==> config.mk <==
export PLATFORM = sky130hd
export DESIGN_NAME = bmdma_regs
export DESIGN_NICKNAME = d
export VERILOG_FILES = /design/src/rtl/bmdma_pkg.sv /design/src/rtl/bmdma_fsm.sv /design/src/rtl/bmdma_ptr.sv /design/src/rtl/bmdma_status.sv /design/src/rtl/bmdma_regs.sv
export SDC_FILE = /design/constraint.sdc
export NUM_CORES = 1
export LEC_CHECK = 0
export ABC_AREA = 1
export ABC_CLOCK_PERIOD_IN_PS = 2440
export BUFFER_PORTS_ARGS = -buffer_cell sky130_fd_sc_hd__buf_4
export CELL_PAD_IN_SITES_DETAIL_PLACEMENT = 1
export CELL_PAD_IN_SITES_GLOBAL_PLACEMENT = 2
export CORE_AREA = 3 3 130 132
export CTS_BUF_LIST = sky130_fd_sc_hd__clkbuf_4
export DETAILED_ROUTE_END_ITERATION = 8
export DIE_AREA = 0 0 133 135
export PLACE_DENSITY = 0.88
export SETUP_SLACK_MARGIN = 0.1
export SYNTH_ARGS = -nofsm -noshare
export SYNTH_HDL_FRONTEND = slang
export SYNTH_SLANG_ARGS = --single-unit
==> constraint.sdc <==
create_clock -name clk -period 2.44 [get_ports clk]
set_input_delay 0.122 -clock clk [delete_from_list [all_inputs] [get_ports clk]]
set_output_delay 0.122 -clock clk [all_outputs]
set_load 0.05 [all_outputs]
==> src/rtl/bmdma_pkg.sv <==
package bmdma_pkg;

    localparam int REG_W      = 32;
    localparam int BE_W       = REG_W / 8;
    localparam int DESC_BYTES = 8;
    localparam int DESC_STEP  = DESC_BYTES / 4;

    localparam int CMD_EN_BIT  = 0;
    localparam int CMD_DIR_BIT = 3;

    localparam int STS_LANE     = 2;
    localparam int STS_ERR_BIT  = STS_LANE * 8 + 1;
    localparam int STS_IRQ_BIT  = STS_LANE * 8 + 2;
    localparam int STS_DRV0_BIT = STS_LANE * 8 + 5;
    localparam int STS_DRV1_BIT = STS_LANE * 8 + 6;

    typedef enum logic [1:0] {
        ST_IDLE,
        ST_ARM,
        ST_RUN,
        ST_DONE
    } bm_state_t;

endpackage

==> src/rtl/bmdma_fsm.sv <==
module bmdma_fsm
    import bmdma_pkg::*;
(
    input  logic clk,
    input  logic rst_n,
    input  logic en_set,
    input  logic en_clr,
    input  logic eng_done,
    input  logic eng_err,
    output logic st_active,
    output logic st_busy,
    output logic ptr_load,
    output logic abort_pulse
);

    bm_state_t state_q, state_d;

    always_ff @(posedge clk) begin
        if (!rst_n) state_q <= ST_IDLE;
        else        state_q <= state_d;
    end

    always_comb begin
        state_d = state_q;
        unique case (state_q)
            ST_IDLE: if (en_set) state_d = ST_ARM;
            ST_ARM:  state_d = en_clr ? ST_IDLE : ST_RUN;
            ST_RUN: begin
                if (en_clr)                   state_d = ST_IDLE;
                else if (eng_done || eng_err) state_d = ST_DONE;
            end
            ST_DONE: if (en_clr) state_d = ST_IDLE;
            default: state_d = ST_IDLE;
        endcase
    end

    always_comb begin
        st_active = 1'b0;
        st_busy   = 1'b0;
        ptr_load  = 1'b0;
        unique case (state_q)
            ST_IDLE: ;
            ST_ARM: begin
                st_busy  = 1'b1;
                ptr_load = 1'b1;
            end
            ST_RUN: begin
                st_active = 1'b1;
                st_busy   = 1'b1;
            end
            ST_DONE: ;
            default: ;
        endcase
    end

    always_ff @(posedge clk) begin
        if (!rst_n) abort_pulse <= 1'b0;
        else        abort_pulse <= (state_q == ST_RUN) && en_clr;
    end

endmodule

==> src/rtl/bmdma_ptr.sv <==
module bmdma_ptr
    import bmdma_pkg::*;
(
    input  logic             clk,
    input  logic             rst_n,
    input  logic             wr_en,
    input  logic [BE_W-1:0]  wr_be,
    input  logic [REG_W-1:2] wr_data,
    input  logic             load,
    input  logic             advance,
    output logic [REG_W-1:0] cur_addr
);

    logic [REG_W-1:2] base_q, cur_q, merged;

    for (genvar b = 2; b < REG_W; b++) begin : g_lane_bit
        assign merged[b] = wr_be[b / 8] ? wr_data[b] : cur_q[b];
    end

    always_ff @(posedge clk) begin
        if (!rst_n) begin
            base_q <= '0;
            cur_q  <= '0;
        end else if (load) begin
            cur_q <= base_q;
        end else if (advance) begin
            cur_q <= cur_q + (REG_W - 2)'(DESC_STEP);
        end else if (wr_en) begin
            base_q <= merged;
            cur_q  <= merged;
        end
    end

    assign cur_addr = {cur_q, 2'b00};

endmodule

==> src/rtl/bmdma_status.sv <==
module bmdma_status (
    input  logic       clk,
    input  logic       rst_n,
    input  logic       sts_we,
    input  logic       clr_err,
    input  logic       clr_irq,
    input  logic [1:0] drv_val,
    input  logic       hw_err,
    input  logic       hw_irq,
    output logic       err_flag,
    output logic       irq_flag,
    output logic [1:0] drv_flags
);

    always_ff @(posedge clk) begin
        if (!rst_n) begin
            err_flag  <= 1'b0;
            irq_flag  <= 1'b0;
            drv_flags <= 2'b00;
        end else begin
            err_flag <= hw_err | (err_flag & ~(sts_we & clr_err));
            irq_flag <= hw_irq | (irq_flag & ~(sts_we & clr_irq));
            if (sts_we) drv_flags <= drv_val;
        end
    end

endmodule

==> src/rtl/bmdma_regs.sv <==
module bmdma_regs
    import bmdma_pkg::*;
(
    input  logic             clk,
    input  logic             rst_n,
    input  logic [0:0]       bus_waddr,
    input  logic             bus_we,
    input  logic [BE_W-1:0]  bus_be,
    input  logic [REG_W-1:0] bus_wdata,
    output logic [REG_W-1:0] bus_rdata,
    input  logic             cfg_simplex,
    input  logic             eng_done,
    input  logic             eng_err,
    input  logic             eng_irq,
    input  logic             eng_desc_used,
    output logic             dma_en,
    output logic             dma_dir,
    output logic             dma_abort,
    output logic [REG_W-1:0] dma_desc_addr
);

    logic cmd_we, sts_we, ptr_we;
    logic en_q, dir_q, en_set, en_clr;
    logic st_active, st_busy, ptr_load;
    logic sts_err, sts_irq;
    logic [1:0] sts_drv;
    logic [7:0] cmd_byte, sts_byte;
    logic unused_wbit;

    assign unused_wbit = bus_wdata[1];

    assign cmd_we = bus_we && (bus_waddr == 1'b0) && bus_be[0];
    assign sts_we = bus_we && (bus_waddr == 1'b0) && bus_be[STS_LANE];
    assign ptr_we = bus_we && (bus_waddr == 1'b1) && !st_busy;

    assign en_set = cmd_we &&  bus_wdata[CMD_EN_BIT] && !en_q;
    assign en_clr = cmd_we && !bus_wdata[CMD_EN_BIT];

    always_ff @(posedge clk) begin
        if (!rst_n) begin
            en_q  <= 1'b0;
            dir_q <= 1'b0;
        end else if (cmd_we) begin
            en_q <= bus_wdata[CMD_EN_BIT];
            if (!st_active) dir_q <= bus_wdata[CMD_DIR_BIT];
        end
    end

    bmdma_fsm u_fsm (
        .clk         (clk),
        .rst_n       (rst_n),
        .en_set      (en_set),
        .en_clr      (en_clr),
        .eng_done    (eng_done),
        .eng_err     (eng_err),
        .st_active   (st_active),
        .st_busy     (st_busy),
        .ptr_load    (ptr_load),
        .abort_pulse (dma_abort)
    );

    bmdma_ptr u_ptr (
        .clk      (clk),
        .rst_n    (rst_n),
        .wr_en    (ptr_we),
        .wr_be    (bus_be),
        .wr_data  (bus_wdata[REG_W-1:2]),
        .load     (ptr_load),
        .advance  (st_active && eng_desc_used),
        .cur_addr (dma_desc_addr)
    );

    bmdma_status u_sts (
        .clk       (clk),
        .rst_n     (rst_n),
        .sts_we    (sts_we),
        .clr_err   (bus_wdata[STS_ERR_BIT]),
        .clr_irq   (bus_wdata[STS_IRQ_BIT]),
        .drv_val   ({bus_wdata[STS_DRV1_BIT], bus_wdata[STS_DRV0_BIT]}),
        .hw_err    (eng_err),
        .hw_irq    (eng_irq),
        .err_flag  (sts_err),
        .irq_flag  (sts_irq),
        .drv_flags (sts_drv)
    );

    assign cmd_byte = {4'b0000, dir_q, 2'b00, en_q};
    assign sts_byte = {cfg_simplex, sts_drv, 2'b00, sts_irq, sts_err, st_active};

    always_comb begin
        if (bus_waddr == 1'b0) bus_rdata = {8'h00, sts_byte, 8'h00, cmd_byte};
        else                   bus_rdata = dma_desc_addr;
    end

    assign dma_en  = en_q;
    assign dma_dir = dir_q;

endmodule

==> results of run 1 <==
[flip-flops by register name, summed over array words and instances (netlist names)]
signal             count
dma_dir                1
dma_en                 1
u_fsm.abort_pulse      1
u_fsm.state_q          2
u_ptr.base_q          30
u_ptr.cur_q           30
u_sts.drv_flags        2
u_sts.err_flag         1
u_sts.irq_flag         1
[cell usage in the layout (no fill, tap or decap)]
| master | Yosys | routed |
|---|---|---|
| a21oi_1 | 99 | 99 |
| inv_2 | 3 | 4 |
| nor2_2 | 4 | 3 |
| buf_12 | 0 | 2 |
| nand3_2 | 1 | 1 |
| nand4_1 | 2 | 2 |
| nand2_2 | 3 | 3 |
| nor4_1 | 1 | 1 |
| and2_1 | 3 | 3 |
| a211oi_1 | 10 | 10 |
| bufinv_16 | 0 | 1 |
| nor2_4 | 3 | 4 |
| ha_1 | 6 | 6 |
| clkinv_2 | 0 | 1 |
| a22oi_1 | 1 | 1 |
| a211oi_2 | 1 | 1 |
| nor3_1 | 3 | 3 |
| clkinv_1 | 0 | 1 |
| diode_2 | 0 | 1 |
| o211ai_1 | 5 | 5 |
| clkbuf_4 | 0 | 11 |
| mux2i_1 | 6 | 6 |
| dlygate4sd3_1 | 0 | 7 |
| dfxtp_1 | 69 | 69 |
| nand3_1 | 23 | 23 |
| o21ai_0 | 63 | 63 |
| xnor2_1 | 3 | 3 |
| o221ai_1 | 3 | 3 |
| conb_1 | 1 | 3 |
| mux2_2 | 4 | 4 |
| nor2_1 | 62 | 62 |
| xor2_1 | 8 | 8 |
| inv_1 | 89 | 88 |
| buf_4 | 8 | 120 |
| nand2_1 | 218 | 218 |
[logic make-up (layout without fill, tap and decap cells)]
| kind of cell | count (synthesis) | in the layout | share of synthesized area (%) |
|---|---|---|---|
| AO/OA/AOI/OAI | 182 | 182 | 21.3 |
| AND/OR/NAND/NOR | 323 | 323 | 28.7 |
| buffers and inverters | 133 | 235 | 13.4 |
| multiplexers | 10 | 10 | 2.31 |
| flip-flops | 69 | 69 | 30.4 |
| other | 1 | 4 | 0.0825 |
| XOR/XNOR | 11 | 11 | 2.12 |
| adder cells (fa/ha/maj) | 6 | 6 | 1.65 |
[layer usage]
layer	part of all wire, %	vias up
li1	-	2545
met1	48	2286
met2	46	101
met3	4.1	14
met4	1.5	0
met5	0	-
[path summary, 6_finish.rpt]
check / start / cells after the start / slack [ps] / end
hold / removal: eng_done / 4 / 50 / u_fsm.state_q[1]$_SDFFE_PN0P_
hold reg to reg: u_ptr.base_q[27]$_SDFFE_PN0P_ / 2 / 460 / u_ptr.base_q[27]$_SDFFE_PN0P_
setup reg to reg: u_fsm.state_q[0]$_SDFFE_PN0P_ / 9 / 380 / u_ptr.base_q[20]$_SDFFE_PN0P_
setup / recovery: u_fsm.state_q[0]$_SDFFE_PN0P_ / 9 / 380 / u_ptr.base_q[20]$_SDFFE_PN0P_
[power by group]
group / switching, mW / internal (mW)
Sequential: 0.155 / 1.26
Combinational: 0.986 / 0.475
Clock: 0.429 / 0.320
Total: 1.57 / 2.05
[final cells by class]
| cell class | count | area (sq um) |
|---|---|---|
| sequential | 69 | 1380 |
| tap | 216 | 270 |
| fill | 2067 | 10100 |
| timing repair buffer | 129 | 1010 |
| antenna | 1 | 2.50 |
| clock inverter | 3 | 38.8 |
| clock buffer | 11 | 82.6 |
| inverter | 92 | 345 |
| multi-input combinational | 535 | 2570 |
[timing repair]
| action | 4_1_cts | 5_1_grt |
|---|---|---|
| hold endpoints to repair | 7 | 0 |
| hold buffers | 7 | 0 |
| gates resized for setup | 0 | 1 |
| endpoints found under the setup margin | 0 | 3 |
[critical path, stage by stage (launching register included)]
cell and delay, ps:
dfxtp_1 410, inv_1 100, ha_1 290, nor3_1 300
inv_1 110, nor2_1 180, inv_2 140, buf_12 190
o21ai_0 190, a21oi_1 60
[per-stage QoR]
step                      worst slack (ps)  hold slack (ps)  cells  utilization, %  total power [mW]
after CTS                              301             2.29   1055            36.0              3.67
final                                  377             48.2   1056            36.0              3.62
after global routing                   151             21.8   1056            36.0              3.88
after detailed placement               357              382   1034            34.8              2.90
after floorplan                        377              256    737               -              2.45
after global placement                 408              380   1034            34.8              2.88
==> impl_metrics.env, run 1 <==
export IMPL_final_layout_size_suffix_gt1_share_pct=18.5
export IMPL_peakVddDrop_mv=0.287
export IMPL_synth_edf_count=0
export IMPL_wl_mm=15.5
export IMPL_setup_viol=0
export IMPL_fin_crit_ps=2060
export IMPL_grt_pass1_vias=4978
export IMPL_avgViaCountPerCell=4.68
export IMPL_end_kind="flip-flop"
export IMPL_cp_max_fo=33
export IMPL_synthCells=735
export IMPL_slew_viol_final=0
export IMPL_routabilityCongestion=0.809
export IMPL_grt_busiest_layer="met2"
export IMPL_met1_usage_pct=23.3
export IMPL_cts_tree="yes"
export IMPL_area_growth_pct=25.4
export IMPL_power_leakage_nw=2.62
export IMPL_status="complete, no violations"
export IMPL_synth_avg_cell_area_sq_um=6.18
export IMPL_crit_type="flip-flop to flip-flop"
export IMPL_synth_top_area_share_pct=30.4
export IMPL_drc=0
export IMPL_die_w_um=133
export IMPL_ys_seq_area_share_pct=30.4
export IMPL_synth_area_leaders="dfxtp_1, nand2_1, a21oi_1"
export IMPL_grt_max_degree=44
export IMPL_wl_per_cell_um=14.6
export IMPL_gr_usage_met3_pct=3.06
export IMPL_clock_path_buffers=2
export IMPL_grt_total_usage_pct=17.7
export IMPL_critPathRequiredTime_ps=2790
export IMPL_die_area_sq_um=18000
export IMPL_clock_sinks=69
export IMPL_ant_nets=0
export IMPL_synthFlopType="dfxtp_1"
export IMPL_finalNetCount=887
export IMPL_antenna_found_initial=1
export IMPL_numPortBuffers=107
export IMPL_initial_utilization_pct=28.7
export IMPL_synthDistinctLibCells=33
export IMPL_drtPass1Iterations=4
export IMPL_post_dp_cell_area_sq_um=5510
export IMPL_skew_ps=14.2
export IMPL_drt_iter0_markers=236
export IMPL_overflow=0
export IMPL_grt_pass1_wl_mm=25.5
export IMPL_hold_viol=0
export IMPL_ys_async_sr_fraction_pct=0
export IMPL_cts_htree_levels=3
export IMPL_min_period_over_period_pct=84.6
export IMPL_die_h_um=135
export IMPL_clkTransAtPathRegs_ps=120
export IMPL_vias=4946
export IMPL_netlist_area_sq_um=4540
export IMPL_clock_latency_ps=450
export IMPL_cts_buffers=9
export IMPL_cts_setup_buffers=0
export IMPL_final_area_sq_um=5700
export IMPL_hp_class="input pin to flip-flop"
export IMPL_synthTopCellsByCount="nand2_1, a21oi_1, inv_1, dfxtp_1, o21ai_0"
export IMPL_ys_ff_latch=69
export IMPL_dp_hpwl_mm=11.2
export IMPL_io_pins=112
export IMPL_critPathLaunchType="flip-flop"
export IMPL_yosys_area_top_type="dfxtp_1"
export IMPL_ys_warn_count=0
export IMPL_grt_setup_unrepaired="false"
export IMPL_fp_coreArea_sq_um=15800
export IMPL_ctsRootBufferMaster="clkbuf_4"
export IMPL_worstMarginPinSlew_ps=505
export IMPL_p_per_area_nw_per_um2=636
export IMPL_rows=46
export IMPL_synth_most_common_cell="nand2_1"
export IMPL_drv_cap=0
export IMPL_grt_met2_usage_pct=29.6
export IMPL_cp_arrival_ps=2410
export IMPL_max_clock_freq_mhz=485
export IMPL_setup_tns_ps=0
export IMPL_slew_headroom_pct=66.3
Power figures use the tool's default switching activity.
==> run 2: changes to the inputs <==
- ABC_AREA: 1 -> 0
- ABC_CLOCK_PERIOD_IN_PS: 2440 -> 1800
- CORE_AREA: 3 3 130 132 -> 3 3 128 130
- DIE_AREA: 0 0 133 135 -> 0 0 131 133
- PLACE_DENSITY: 0.88 -> 0.84
- clock period: 2.44 -> 1.8 ns (I/O delays scaled with it)
==> impl_metrics.env, run 2 <==
export IMPL_numPortBuffers=107
export IMPL_clock_path_buffers=2
export IMPL_die_area_sq_um=17400
export IMPL_p_comb_share_pct=52.1
export IMPL_power_leakage_nw=3.05
export IMPL_synthDistinctLibCells=76
export IMPL_critPathCapture="u_ptr.base_q[19]$_SDFFE_PN0P_"
export IMPL_drc=0
export IMPL_cp_max_fo=7
export IMPL_rows=45
export IMPL_wl_per_cell_um=20.1
export IMPL_synthCells=539
export IMPL_grt_total_usage_pct=20.9
export IMPL_drv_cap=0
export IMPL_hold_viol=0
export IMPL_dp_hpwl_mm=12.8
export IMPL_clock_latency_ps=460
export IMPL_p_switching_mw=2.67
export IMPL_cts_tree="yes"
export IMPL_p_clk_share_pct=15.2
export IMPL_area_growth_pct=60.2
export IMPL_rrSetupSlack_ps=-180
export IMPL_synth_most_common_cell="dfxtp_1"
export IMPL_worstRegToRegCells=9
export IMPL_synthFlopType="dfxtp_1"
export IMPL_synth_top_area_share_pct=31.3
export IMPL_ant_nets=0
export IMPL_p_per_area_nw_per_um2=854
export IMPL_holdCritStartpoint="bus_we"
export IMPL_setup_viol=53
export IMPL_wl_mm=19.3
export IMPL_ctsRootBufferMaster="clkbuf_4"
export IMPL_critPathRequiredTime_ps=2170
export IMPL_grt_pass1_vias=5264
export IMPL_critPathLaunchType="flip-flop"
export IMPL_end_kind="flip-flop"
export IMPL_ys_ff_latch=69
export IMPL_ys_async_sr_fraction_pct=0
export IMPL_vias=5250
export IMPL_nFillCells=1780
export IMPL_skew_ps=18.4
export IMPL_ys_seq_area_share_pct=31.3
export IMPL_io_pins=112
export IMPL_initial_utilization_pct=28.9
export IMPL_final_common_cell="buf_4"
export IMPL_overflow=0
export IMPL_final_cells=960
export IMPL_die_h_um=133
export IMPL_status="finished, violations left"
export IMPL_final_layout_size_suffix_gt1_share_pct=43.2
export IMPL_cts_htree_levels=3
export IMPL_timing_rr_end="u_ptr.base_q[19]$_SDFFE_PN0P_"
export IMPL_p_sw_share_pct=44.3
export IMPL_routabilityCongestion=0.903
export IMPL_synthTopCellsByCount="dfxtp_1, nor2_1, nand2_1, a211oi_1, mux2i_1"
export IMPL_avgViaCountPerCell=5.47
export IMPL_rr_startpoint="u_fsm.state_q[0]$_SDFFE_PN0P_"
export IMPL_fin_util_pct=46.3
export IMPL_netlist_area_sq_um=4410
export IMPL_min_period_over_period_pct=110
export IMPL_largestRegisters="u_ptr.base_q x30, u_ptr.cur_q x30"
export IMPL_slew_viol_final=0
export IMPL_grt_setup_unrepaired="true"
export IMPL_p_int_mw=3.36
export IMPL_grt_max_degree=35
export IMPL_synth_avg_cell_area_sq_um=8.18
export IMPL_ys_warn_count=0
export IMPL_antenna_found_initial=1
export IMPL_hp_class="input pin to flip-flop"
export IMPL_fin_ws_ps=-182
export IMPL_startpoint="u_fsm.state_q[0]$_SDFFE_PN0P_"
export IMPL_crit_type="flip-flop to flip-flop"
export IMPL_yosys_area_top_type="dfxtp_1"
export IMPL_fp_coreArea_sq_um=15300
export IMPL_violations="negative setup slack"
export IMPL_clkTransAtPathRegs_ps=110
export IMPL_drtPass1Iterations=5
export IMPL_final_cell_mix="buf_4, nor2_1, dfxtp_1"
export IMPL_max_clock_freq_mhz=505
export IMPL_die_w_um=131
export IMPL_synth_area_leaders="dfxtp_1, mux2i_1, a211oi_1"
export IMPL_clock_sinks=69
export IMPL_fin_crit_ps=1980
export IMPL_finalNetCount=794
export IMPL_peakVddDrop_mv=0.301
export IMPL_cp_arrival_ps=2350
export IMPL_pwr_share_seq_pct=32.7
export IMPL_cts_buffers=9
export IMPL_synth_edf_count=0
export IMPL_drt_iter0_markers=384
export IMPL_grt_pass1_wl_mm=28.9
export IMPL_placedCellCount=886
==> run 2: changes by cell type after synthesis, sizes merged, moves of 6 or more <==
cell    change
nand2     -176
mux2        +6
xor2        -7
o21ai      -39
a211oi     +22
nor2       -19
nor3        +6
o211a      +13
a21oi      -77
nand4      +11
and2       +22
inv        -83
mux2i      +22
o31ai       +6
==> run 2: power by group through the flow <==
| stage | clock network, mW | registers (mW) | logic, mW |
|---|---|---|---|
| 2_1_floorplan | 0 | 2.41 | 1.33 |
| 3_3_place_gp | 0 | 1.97 | 2.65 |
| 3_5_place_dp | 0 | 1.99 | 2.71 |
| 4_1_cts | 0.944 | 1.96 | 2.88 |
| 5_1_grt | 1.01 | 2.00 | 3.34 |
| 6_report | 0.915 | 1.97 | 3.14 |
==> run 2: how the worst min path moves through the flow <==
stage	end	slack [ps]	cells after the start
2_1_floorplan	u_sts.drv_flags[0]$_SDFFE_PN0N_	230	2
3_3_place_gp	u_sts.irq_flag$_SDFF_PN0_	320	3
3_5_place_dp	u_sts.err_flag$_SDFF_PN0_	340	3
4_1_cts	u_sts.drv_flags[0]$_SDFFE_PN0N_	10	4
5_1_grt	dma_en$_SDFFE_PN0N_	60	5
6_report	u_sts.drv_flags[0]$_SDFFE_PN0N_	40	4
==> run 2: what timing repair did <==
| action | in CTS | in global routing |
|---|---|---|
| setup endpoints to repair | 61 | 61 |
| gates cloned | 2 | 3 |
| endpoints found under the hold margin | 40 | 0 |
| gates resized for setup | 28 | 52 |
| setup buffers | 5 | 17 |
| hold buffers | 30 | 0 |
| pin swaps | 4 | 20 |
==> run 2: cell families (layout without fill, tap and decap cells) <==
family	after synthesis	in the layout	share of synthesized area, %
adder cells (fa/ha/maj)	6	6	1.70
buffers and inverters	59	266	5.93
AND/OR/NAND/NOR	198	198	24.0
flip-flops	69	69	31.3
AO/OA/AOI/OAI	167	167	27.8
XOR/XNOR	1	1	0.199
multiplexers	38	38	8.92
other	1	4	0.0851
==> run 2: layout make-up <==
cell class                 instances  area (sq um)  area share, %
tap                              211           264           3.74
inverter                           9          36.3          0.514
multi-input combinational        413          3060           43.4
sequential                        69          1450           20.6
timing repair buffer             241          2130           30.2
antenna                            1          2.50         0.0355
clock inverter                     4          16.3          0.230
clock buffer                      12          90.1           1.28
==> run 2: layer usage <==
metal,vias to the layer above,wire [um],global-route usage [%]
met5,-,0,0
met4,0,313,6.97
met3,24,809,3.11
met2,138,9710,35.4
met1,2652,8480,26.8
li1,2436,-,-
==> run 2: metrics by stage <==
step                      instance area [sq um]  setup TNS (ps)  worst slack, ps  hold slack, ps  power, mW
after CTS                                  6630            -531            -58.3            14.7       5.78
after global placement                     6030            -133            -44.6             321       4.62
after detailed placement                   6030           -2200             -121             343       4.70
after global routing                       7060           -9170             -237            55.0       6.34
after floorplan                            4600            -441             -126             226       3.73
final                                      7060           -5170             -182            41.7       6.03
==> run 2: worst max-delay path, stage by stage (launching register included) <==
cell and delay [ps]:
dfxtp_2 380, inv_4 60, ha_4 230, and3b_2 320, nand2_2 110, nor2_4 250, buf_6 140, buf_12 120
nor2_1 40, a311oi_1 240
